[src/rtl/dwt_pkg.sv]
package dwt_pkg;

  typedef enum logic [2:0] {
    MODE_NORM8,
    MODE_CLR8,
    MODE_NORM16,
    MODE_CAPT8,
    MODE_CAPT16
  } tmode_e;

  localparam int unsigned NUM_FLAGS = 3;
  localparam int unsigned FLG_OVF   = 0;
  localparam int unsigned FLG_CMPA  = 1;
  localparam int unsigned FLG_CMPB  = 2;
  localparam int unsigned NUM_CH    = 2;

  // bit 2: capture enable, bit 1: width, bit 0: clear-on-compare
  function automatic tmode_e decode_mode(input logic [2:0] sel);
    tmode_e m;
    unique casez (sel)
      3'b000:  m = MODE_NORM8;
      3'b001:  m = MODE_CLR8;
      3'b01?:  m = MODE_NORM16;
      3'b10?:  m = MODE_CAPT8;
      default: m = MODE_CAPT16;
    endcase
    return m;
  endfunction

endpackage

[src/rtl/dwt_rst_sync.sv]
module dwt_rst_sync (
  input  logic clk,
  input  logic rst_n,
  output logic rst_n_sync
);
  logic [1:0] sync_q;

  always_ff @(posedge clk or negedge rst_n) begin
    if (!rst_n) sync_q <= 2'b00;
    else        sync_q <= {sync_q[0], 1'b1};
  end

  assign rst_n_sync = sync_q[1];
endmodule

[src/rtl/dwt_mode_dec.sv]
module dwt_mode_dec
  import dwt_pkg::*;
(
  input  logic [2:0] mode_sel,
  output logic       wide,
  output logic       clr_on_a
);
  tmode_e mode;

  always_comb begin
    mode     = decode_mode(mode_sel);
    wide     = (mode == MODE_NORM16) || (mode == MODE_CAPT16);
    clr_on_a = (mode == MODE_CLR8);
  end
endmodule

[src/rtl/dwt_counter.sv]
module dwt_counter #(
  parameter int unsigned CNT_W = 16
) (
  input  logic             clk,
  input  logic             rst_n,
  input  logic             wide,
  input  logic             clr_on_a,
  input  logic             tick_en,
  input  logic             wr_en,
  input  logic [CNT_W-1:0] wr_data,
  input  logic             match_a,
  output logic [CNT_W-1:0] cnt_q,
  output logic             blk_q,
  output logic             ovf_evt
);
  localparam int unsigned   LO_W   = CNT_W / 2;
  localparam int unsigned   HI_W   = CNT_W - LO_W;
  localparam logic [CNT_W-1:0] ONE_F = CNT_W'(1);
  localparam logic [LO_W-1:0]  ONE_L = LO_W'(1);

  logic [CNT_W-1:0] cnt_d;
  logic             blk_d;
  logic [LO_W-1:0]  lo_inc;
  logic             at_max;

  always_comb begin
    cnt_d   = cnt_q;
    blk_d   = blk_q;
    lo_inc  = cnt_q[LO_W-1:0] + ONE_L;
    at_max  = wide ? (&cnt_q) : (&cnt_q[LO_W-1:0]);
    ovf_evt = tick_en && !wr_en && at_max;
    if (wr_en) begin
      cnt_d = wide ? wr_data : {{HI_W{1'b0}}, wr_data[LO_W-1:0]};
      blk_d = 1'b1;
    end else if (tick_en) begin
      blk_d = 1'b0;
      if (clr_on_a && match_a) cnt_d = '0;
      else if (wide)           cnt_d = cnt_q + ONE_F;
      else                     cnt_d = {{HI_W{1'b0}}, lo_inc};
    end
  end

  always_ff @(posedge clk or negedge rst_n) begin
    if (!rst_n) begin
      cnt_q <= '0;
      blk_q <= 1'b0;
    end else begin
      cnt_q <= cnt_d;
      blk_q <= blk_d;
    end
  end

  assert_hold_R4: assert property (@(posedge clk) disable iff (!rst_n)
    (!tick_en && !wr_en) |=> $stable(cnt_q));

  assert_ctc_reload_R7: assert property (@(posedge clk) disable iff (!rst_n)
    (tick_en && !wr_en && clr_on_a && match_a) |=> (cnt_q == '0));

  assert_block_arm_R8: assert property (@(posedge clk) disable iff (!rst_n)
    wr_en |=> blk_q);
endmodule

[src/rtl/dwt_compare.sv]
module dwt_compare
  import dwt_pkg::*;
#(
  parameter int unsigned CNT_W = 16
) (
  input  logic              clk,
  input  logic              rst_n,
  input  logic              wide,
  input  logic              tick_en,
  input  logic              cnt_wr,
  input  logic              blk,
  input  logic [CNT_W-1:0]  cnt,
  input  logic [NUM_CH-1:0] ocr_wr,
  input  logic [CNT_W-1:0]  ocr_wdata,
  output logic [NUM_CH-1:0] match
);
  localparam int unsigned LO_W = CNT_W / 2;

  logic live;
  assign live = tick_en && !cnt_wr && !blk;

  for (genvar ch = 0; ch < NUM_CH; ch++) begin : g_ch
    logic [CNT_W-1:0] ocr_q;
    logic             eq_full;
    logic             eq_low;
    logic             ch_on;

    always_ff @(posedge clk or negedge rst_n) begin
      if (!rst_n)         ocr_q <= '0;
      else if (ocr_wr[ch]) ocr_q <= ocr_wdata;
    end

    always_comb begin
      eq_full   = (cnt == ocr_q);
      eq_low    = (cnt[LO_W-1:0] == ocr_q[LO_W-1:0]);
      ch_on     = (ch == 0) ? 1'b1 : !wide;
      match[ch] = live && ch_on && (wide ? eq_full : eq_low);
    end
  end

  assert_blocked_R8: assert property (@(posedge clk) disable iff (!rst_n)
    blk |-> (match == '0));

  assert_b_silent_wide_R6: assert property (@(posedge clk) disable iff (!rst_n)
    wide |-> !match[1]);
endmodule

[src/rtl/dwt_flags.sv]
module dwt_flags #(
  parameter int unsigned N = 3
) (
  input  logic         clk,
  input  logic         rst_n,
  input  logic [N-1:0] set_evt,
  input  logic [N-1:0] clr_wr,
  input  logic [N-1:0] ack,
  output logic [N-1:0] flags_q
);
  for (genvar i = 0; i < N; i++) begin : g_flag
    logic flag_d;

    always_comb begin
      flag_d = flags_q[i];
      if (clr_wr[i] || ack[i]) flag_d = 1'b0;
      if (set_evt[i])          flag_d = 1'b1;
    end

    always_ff @(posedge clk or negedge rst_n) begin
      if (!rst_n) flags_q[i] <= 1'b0;
      else        flags_q[i] <= flag_d;
    end

    assert_set_wins_R10: assert property (@(posedge clk) disable iff (!rst_n)
      set_evt[i] |=> flags_q[i]);

    assert_clear_R10: assert property (@(posedge clk) disable iff (!rst_n)
      (!set_evt[i] && (clr_wr[i] || ack[i])) |=> !flags_q[i]);
  end
endmodule

[src/rtl/dual_width_timer.sv]
module dual_width_timer
  import dwt_pkg::*;
#(
  parameter int unsigned CNT_W = 16
) (
  input  logic                 clk,
  input  logic                 rst_n,
  input  logic [2:0]           mode_sel,
  input  logic                 tick_en,
  input  logic                 cnt_wr,
  input  logic [CNT_W-1:0]     cnt_wdata,
  input  logic                 cmpa_wr,
  input  logic                 cmpb_wr,
  input  logic [CNT_W-1:0]     cmp_wdata,
  input  logic [NUM_FLAGS-1:0] flag_clr,
  input  logic [NUM_FLAGS-1:0] irq_ack,
  input  logic [NUM_FLAGS-1:0] irq_en,
  output logic [CNT_W-1:0]     cnt_q,
  output logic [NUM_FLAGS-1:0] flags_q,
  output logic [NUM_FLAGS-1:0] irq
);
  logic              rst_n_s;
  logic              wide;
  logic              clr_on_a;
  logic              blk;
  logic              ovf_evt;
  logic [NUM_CH-1:0] match;
  logic [NUM_FLAGS-1:0] set_evt;

  dwt_rst_sync u_rst (
    .clk        (clk),
    .rst_n      (rst_n),
    .rst_n_sync (rst_n_s)
  );

  dwt_mode_dec u_dec (
    .mode_sel (mode_sel),
    .wide     (wide),
    .clr_on_a (clr_on_a)
  );

  dwt_counter #(.CNT_W(CNT_W)) u_cnt (
    .clk      (clk),
    .rst_n    (rst_n_s),
    .wide     (wide),
    .clr_on_a (clr_on_a),
    .tick_en  (tick_en),
    .wr_en    (cnt_wr),
    .wr_data  (cnt_wdata),
    .match_a  (match[0]),
    .cnt_q    (cnt_q),
    .blk_q    (blk),
    .ovf_evt  (ovf_evt)
  );

  dwt_compare #(.CNT_W(CNT_W)) u_cmp (
    .clk       (clk),
    .rst_n     (rst_n_s),
    .wide      (wide),
    .tick_en   (tick_en),
    .cnt_wr    (cnt_wr),
    .blk       (blk),
    .cnt       (cnt_q),
    .ocr_wr    ({cmpb_wr, cmpa_wr}),
    .ocr_wdata (cmp_wdata),
    .match     (match)
  );

  always_comb begin
    set_evt           = '0;
    set_evt[FLG_OVF]  = ovf_evt;
    set_evt[FLG_CMPA] = match[0];
    set_evt[FLG_CMPB] = match[1];
  end

  dwt_flags #(.N(NUM_FLAGS)) u_flg (
    .clk     (clk),
    .rst_n   (rst_n_s),
    .set_evt (set_evt),
    .clr_wr  (flag_clr),
    .ack     (irq_ack),
    .flags_q (flags_q)
  );

  assign irq = flags_q & irq_en;

  assert_ovf_R5: assert property (@(posedge clk) disable iff (!rst_n_s)
    (tick_en && !cnt_wr && (wide ? (&cnt_q) : (&cnt_q[CNT_W/2-1:0]))) |=> flags_q[FLG_OVF]);

  assert_irq_quiet_R11: assert property (@(posedge clk) disable iff (!rst_n_s)
    (irq_en == '0) |-> (irq == '0));
endmodule

[config.mk]
export PLATFORM = sky130hd
export DESIGN_NAME = dual_width_timer
export DESIGN_NICKNAME = d
export VERILOG_FILES = /design/src/rtl/dwt_pkg.sv /design/src/rtl/dwt_rst_sync.sv /design/src/rtl/dwt_mode_dec.sv /design/src/rtl/dwt_counter.sv /design/src/rtl/dwt_compare.sv /design/src/rtl/dwt_flags.sv /design/src/rtl/dual_width_timer.sv
export SDC_FILE = /design/constraint.sdc
export NUM_CORES = 1
export LEC_CHECK = 0
export BUFFER_PORTS_ARGS = -buffer_cell sky130_fd_sc_hd__buf_2
export CAP_MARGIN = 20
export CORE_UTILIZATION = 47
export DETAILED_ROUTE_END_ITERATION = 10
export PLACE_DENSITY = 0.76
export SLEW_MARGIN = 20
export SYNTH_ARGS = -nofsm -noshare
export SYNTH_HDL_FRONTEND = slang
export SYNTH_HIERARCHICAL = 1
export SYNTH_SLANG_ARGS = --single-unit
[constraint.sdc]
create_clock -name clk -period 1.4 [get_ports clk]
set_input_delay 0.35 -clock clk [delete_from_list [all_inputs] [get_ports clk]]
set_output_delay 0.35 -clock clk [all_outputs]
set_load 0.03 [all_outputs]
# After elaboration in Yosys (flattened, before gate mapping)
# Cells that the tools add are included.
# word_totals
register_bits	54
latch_bits	0
ram_bits	0
rom_bits	0
out_inout_bits	22
elab_cells	59
n_memories	0
# classes
add_sub_neg	2
n_mul	0
div	0
n_lt_le_gt_ge	0
eq_ne	10
shifts	0
n_mux	17
n_bitwise	1
reduce_logical	21
# ops
operator	n
$mux 16	5
$eq 16x16->1	2
$add 16x1->16 const B	1
$eq 8x8->1	2
$reduce_and 16->1	1
$pmux 3 s4	1
$mux 1	11
$add 8x1->8 const B	1
$reduce_and 8->1	1
$reduce_bool 2->1	4
$logic_and 1x1->1	7
$eq 3x1->1 const B	2
$logic_or 1x1->1	4
$and 3x3->3	1
$eq 3x2->1 const B	1
$eq 3x3->1 const B	1
$logic_not 1->1	3
$logic_not 3->1	1
$eq 2x1->1 const B	1
$eq 2x2->1 const B	1

# Longest topological paths before layout
# depth
ltp_word	10
ltp_mapped	9
mapped_depth_nobuf	8

# Modules after synthesis
# Netlist, hierarchy kept.
# modules_own_cells
module	instances	cells_per_inst	area_each_um2
dwt_compare	1	86	1227.4
dwt_counter	1	132	1127.3
dwt_flags	1	9	108.9
dwt_rst_sync	1	3	53.8
dual_width_timer	1	3	18.8
dwt_mode_dec	1	2	16.3

# Worst setup path before layout
# No wires, ideal clock.
# synth_path
kind	register to register
start	reg u_cnt.cnt_q[12]
end	reg u_cnt.cnt_q[11]
setup_time_ns	0.066
t_arrival_ns	2.051
t_required_ns	1.334
path_slack_ns	-0.718
stages_incl_launch_ff	10
path_buffers	1
synth_period_minus_slack_ns	2.118
path_cell_list	dfrtp_1 -> xnor2_1 -> nand4_1 -> o21ai_1 -> and4_1 -> a21bo_1 -> buf_6 -> or3_1 -> mux2_2 -> nand2_1
# synth_between
elab_chain_len	7
# synth_rtl
item	line_no	rtl
start, declared	dwt_counter.sv:12	output logic [CNT_W-1:0] cnt_q,
start signal, assigned	dwt_counter.sv:48	cnt_q <= cnt_d;
$eq 16x16->1	dwt_compare.sv:34	eq_full = (cnt == ocr_q);
$mux 1	dwt_compare.sv:37	match[ch] = live && ch_on && (wide ? eq_full : eq_low);
$logic_and 1x1->1	dwt_compare.sv:37	
named net match[0]	dual_width_timer.sv:27	logic [NUM_CH-1:0] match;
$logic_and 1x1->1	dwt_counter.sv:37	if (clr_on_a && match_a) cnt_d = '0;
$mux 16	dwt_counter.sv:37	
$mux 16	dwt_counter.sv:35	end else if (tick_en) begin
$mux 16	dwt_counter.sv:32	if (wr_en) begin
# The timed path passes the listed nets, and every way through them passes these cells. The select of a mux whose other input is x is not followed.
# A chain may end at the register's enable or synchronous reset.

# Worst setup path in the final report
# layout_path
start	reg u_cnt.cnt_q[2]
end	reg u_cnt.cnt_q[9]
# layout_between
elab_chain_len	7
# layout_rtl
item	line_no
$eq 16x16->1 / $eq 8x8->1 (equally long branches)	dwt_compare.sv:34, dwt_compare.sv:35
$mux 1 *	dwt_compare.sv:37
$logic_and 1x1->1 *	dwt_compare.sv:37
named net match[0]	dual_width_timer.sv:27
$logic_and 1x1->1 *	dwt_counter.sv:37
$mux 16 *	dwt_counter.sv:37
$mux 16 *	dwt_counter.sv:35
$mux 16 *	dwt_counter.sv:32
# The timed path passes the listed nets; every way through them passes the cells marked *. The select of a mux whose other input is x is not followed.

==> metrics.cfg <==
[status]
status = finished, violations left
violations = negative setup slack

[drt]
routed_via_density = 5.66
first_iter_violations = 161
wire_per_inst_microns = 17.6
detail_route.first_pass.iterations = 4
drc = 0
routed_wl_microns = 7310
detail-route-antenna-nets = 0
vias = 2356

[finish]
diodes = 0
syn_to_final_growth_pct = 45.5
n_fill_cell = 355
drive_gt1_share_pct = 56.4
stdcell_count = 416
finalNetCount = 396

[worst_setup_path]
critical_path_class = flip-flop to flip-flop
startpoint_type = flip-flop
worstReg2RegEnd = u_cnt/cnt_q[9]$_DFFE_PN0P_
r2r_start = u_cnt/cnt_q[2]$_DFFE_PN0P_
cp_max_fo = 5
worstSetupEndpointType = flip-flop
crit_arrival_ns = 2.14
slowest_delay_ns = 0.46
slowest_stage = or4_1
worstRegToRegCells = 8
cp_cell_sequence = xnor2_2 -> nand4_1 -> nor4_2 -> and4_4 -> a21boi_4 -> nand2_4 -> or4_1 -> o211ai_1
crit_start = u_cnt/cnt_q[2]$_DFFE_PN0P_
crit_required_ns = 1.63
r2r_setup_slack_ns = -0.51

[placement]
dpl.hpwl_microns = 5040
dp_slack_ns = -0.567
placed_cells = 400
port_buffers = 71
gp_congestion = 0.871

[synth]
yosysWarnings = 6
synth_cell_types = 44
yosysTopAreaCell = dfrtp_1
synth_area_sq_um = 2550
yosysTopAreaCellShare_pct = 45.1
yosys_most_used_dff = dfrtp_1
syn_avg_cell_area_sq_um = 10.9
async_flop_share_pct = 100
ys_top_cells_by_area = dfrtp_1 45%, xnor2_1 7.9%, mux2_4 7.6%
syn-instance-count = 235
synth_nets = 286
synth_edf_count = 0
ys_ff_latch = 46
seq_area_frac_synth_pct = 45.1

[floorplan]
io_pins = 72
die_w_microns = 75.7
core_sq_um = 5170
num_rows = 26
die_h_microns = 75.7
dieArea_sq_um = 5730
start_util_pct = 49.3

[sta]
rsz0062_at_grt = true
finalMaxSlewViolations = 0
period_minus_slack_ns = 1.91
finalHoldViolCount = 0
max_freq_mhz = 523
setup_viol = 19
setup_tns_ns = -6.84
post-route-period-util_pct = 137
fin_ws_ns = -0.511
clock_skew_ns = 0.00381

[clock_tree]
path_clk_slew_ns = 0.08
cts.htree.levels = 2
clock_latency_ns = 0.31
cts_made_buffers = 5
clock-root-buffer = clkbuf_8
cts_tree = done
max-clock-path-buffers = 2
clock-sinks = 46

[global_route]
track_usage_pct = 26.7
grt_first_pass_wirelength_microns = 11000
antenna_found_initial = 0
grt_max_degree = 26
grt.overflow.total = 0
grt_pass1_vias = 2309

[run]
drv_cap = 0

[hold_path]
hold_path_class = flip-flop to async pin

[power_and_ir_drop]
power_density_nw_per_um2 = 944
peakVddDrop_mv = 0.723
leakagePower_nw = 1.68
total_power_mw = 3.51

layout by cell type, fill, tap and decap left out, types with 5 or more instances in the layout:
cell      count
o21ai_2       5
and3_1        5
clkbuf_8      5
o21ai_1       9
nor2_1        8
nand3_1       8
xnor2_1      19
a31oi_1       5
nand2_1       9
mux2_4       15
dfrtp_2      17
a21o_1        5
mux2_2       12
buf_2        53
dfrtp_1      29
nand4_1       8
buf_4        24
buf_6        33
where the power goes:
part,switching [mW],leakage [nW],internal (mW)
Sequential,0.104,0.536,1.45
Clock,0.457,0.0514,0.533
Combinational,0.465,1.09,0.500
cell families after synthesis:
group / share of synthesized area, %
simple gates: 15.5
compound gates: 12.5
flops: 45.1
xor+xnor: 9.26
mux: 13.8
buf+inv: 3.23
fa+ha+maj: 0.490
other cells: 0.147
flip-flops by register name, summed over array words and instances (netlist names):
signal / count
u_cmp/g_ch.ocr_q: 24
u_cnt/blk_q: 1
u_cnt/cnt_q: 16
u_flg/flags_q: 3
u_rst/sync_q: 2
timing repair:
item,CTS,global route
buffers inserted,5,4
pin swaps,11,9
gates cloned,0,0
endpoints found under the setup margin,34,34
hold buffers,1,0
endpoints found under the hold margin,2,0
gates resized for setup,47,38
cell usage after synthesis, types with 2 or more instances:
library cell	instances
a21o_1	5
a21oi_1	6
a2bb2oi_1	2
a31oi_1	5
a32oi_1	4
and2_1	4
and3_1	6
and4_1	3
buf_2	3
buf_6	3
clkbuf_1	4
dfrtp_1	46
inv_1	4
mux2_2	14
mux2_4	13
nand2_1	12
nand3_1	9
nand4_1	8
nor2_1	10
nor3_1	5
nor3b_1	2
nor4_1	5
o21ai_0	4
o21ai_1	12
or3_1	2
xnor2_1	23
xor2_1	4
per-stage QoR:
stage / utilization, % / hold WS, ns / cell area, sq um
after floorplan: - / 0.0544 / 2590
after global placement: 62.8 / 0.131 / 3250
after detailed placement: 62.8 / 0.137 / 3250
after CTS: 68.7 / 0.145 / 3560
after global routing: 71.8 / 0.169 / 3710
final: 71.8 / 0.139 / 3710
metal layers:
| metal | wire length, microns | up-vias | GRT usage, % |
|---|---|---|---|
| met2 | 3830 | 117 | 47.0 |
| met3 | 413 | 23 | 7.01 |
| met1 | 2890 | 1137 | 29.8 |
| li1 | - | 1079 | - |
| met4 | 176 | 0 | 13.4 |
| met5 | 0 | - | 0 |
worst max-delay path: cells and delay by family, from the launching register on:
| kind | cells | cell delay, ns |
|---|---|---|
| AND/OR/NAND/NOR | 5 | 0.91 |
| XOR/XNOR | 1 | 0.14 |
| flip-flops | 1 | 0.44 |
| AO/OA/AOI/OAI | 2 | 0.34 |
worst max path at each step:
stage,endpoint,cells after the start,slack [ns]
finish,u_cnt/cnt_q[9]$_DFFE_PN0P_,8,-0.51
CTS,u_cnt/cnt_q[9]$_DFFE_PN0P_,8,-0.47
detailed placement,u_cnt/cnt_q[0]$_DFFE_PN0P_,9,-0.57
global placement,u_cnt/cnt_q[6]$_DFFE_PN0P_,8,-0.50
floorplan,u_cnt/cnt_q[13]$_DFFE_PN0P_,9,-0.56
global route,u_cnt/cnt_q[9]$_DFFE_PN0P_,8,-0.59
area by class of cell:
type | instances | area (sq um) | share of cell area (%)
multi-input combinational | 174 | 1460 | 39.3
sequential | 46 | 1170 | 31.6
tap | 70 | 87.6 | 2.36
timing repair buffer | 113 | 867 | 23.3
clock buffer | 6 | 72.6 | 1.95
inverter | 5 | 18.8 | 0.505
clock inverter | 2 | 37.5 | 1.01
(Power assumes the default switching activity.)
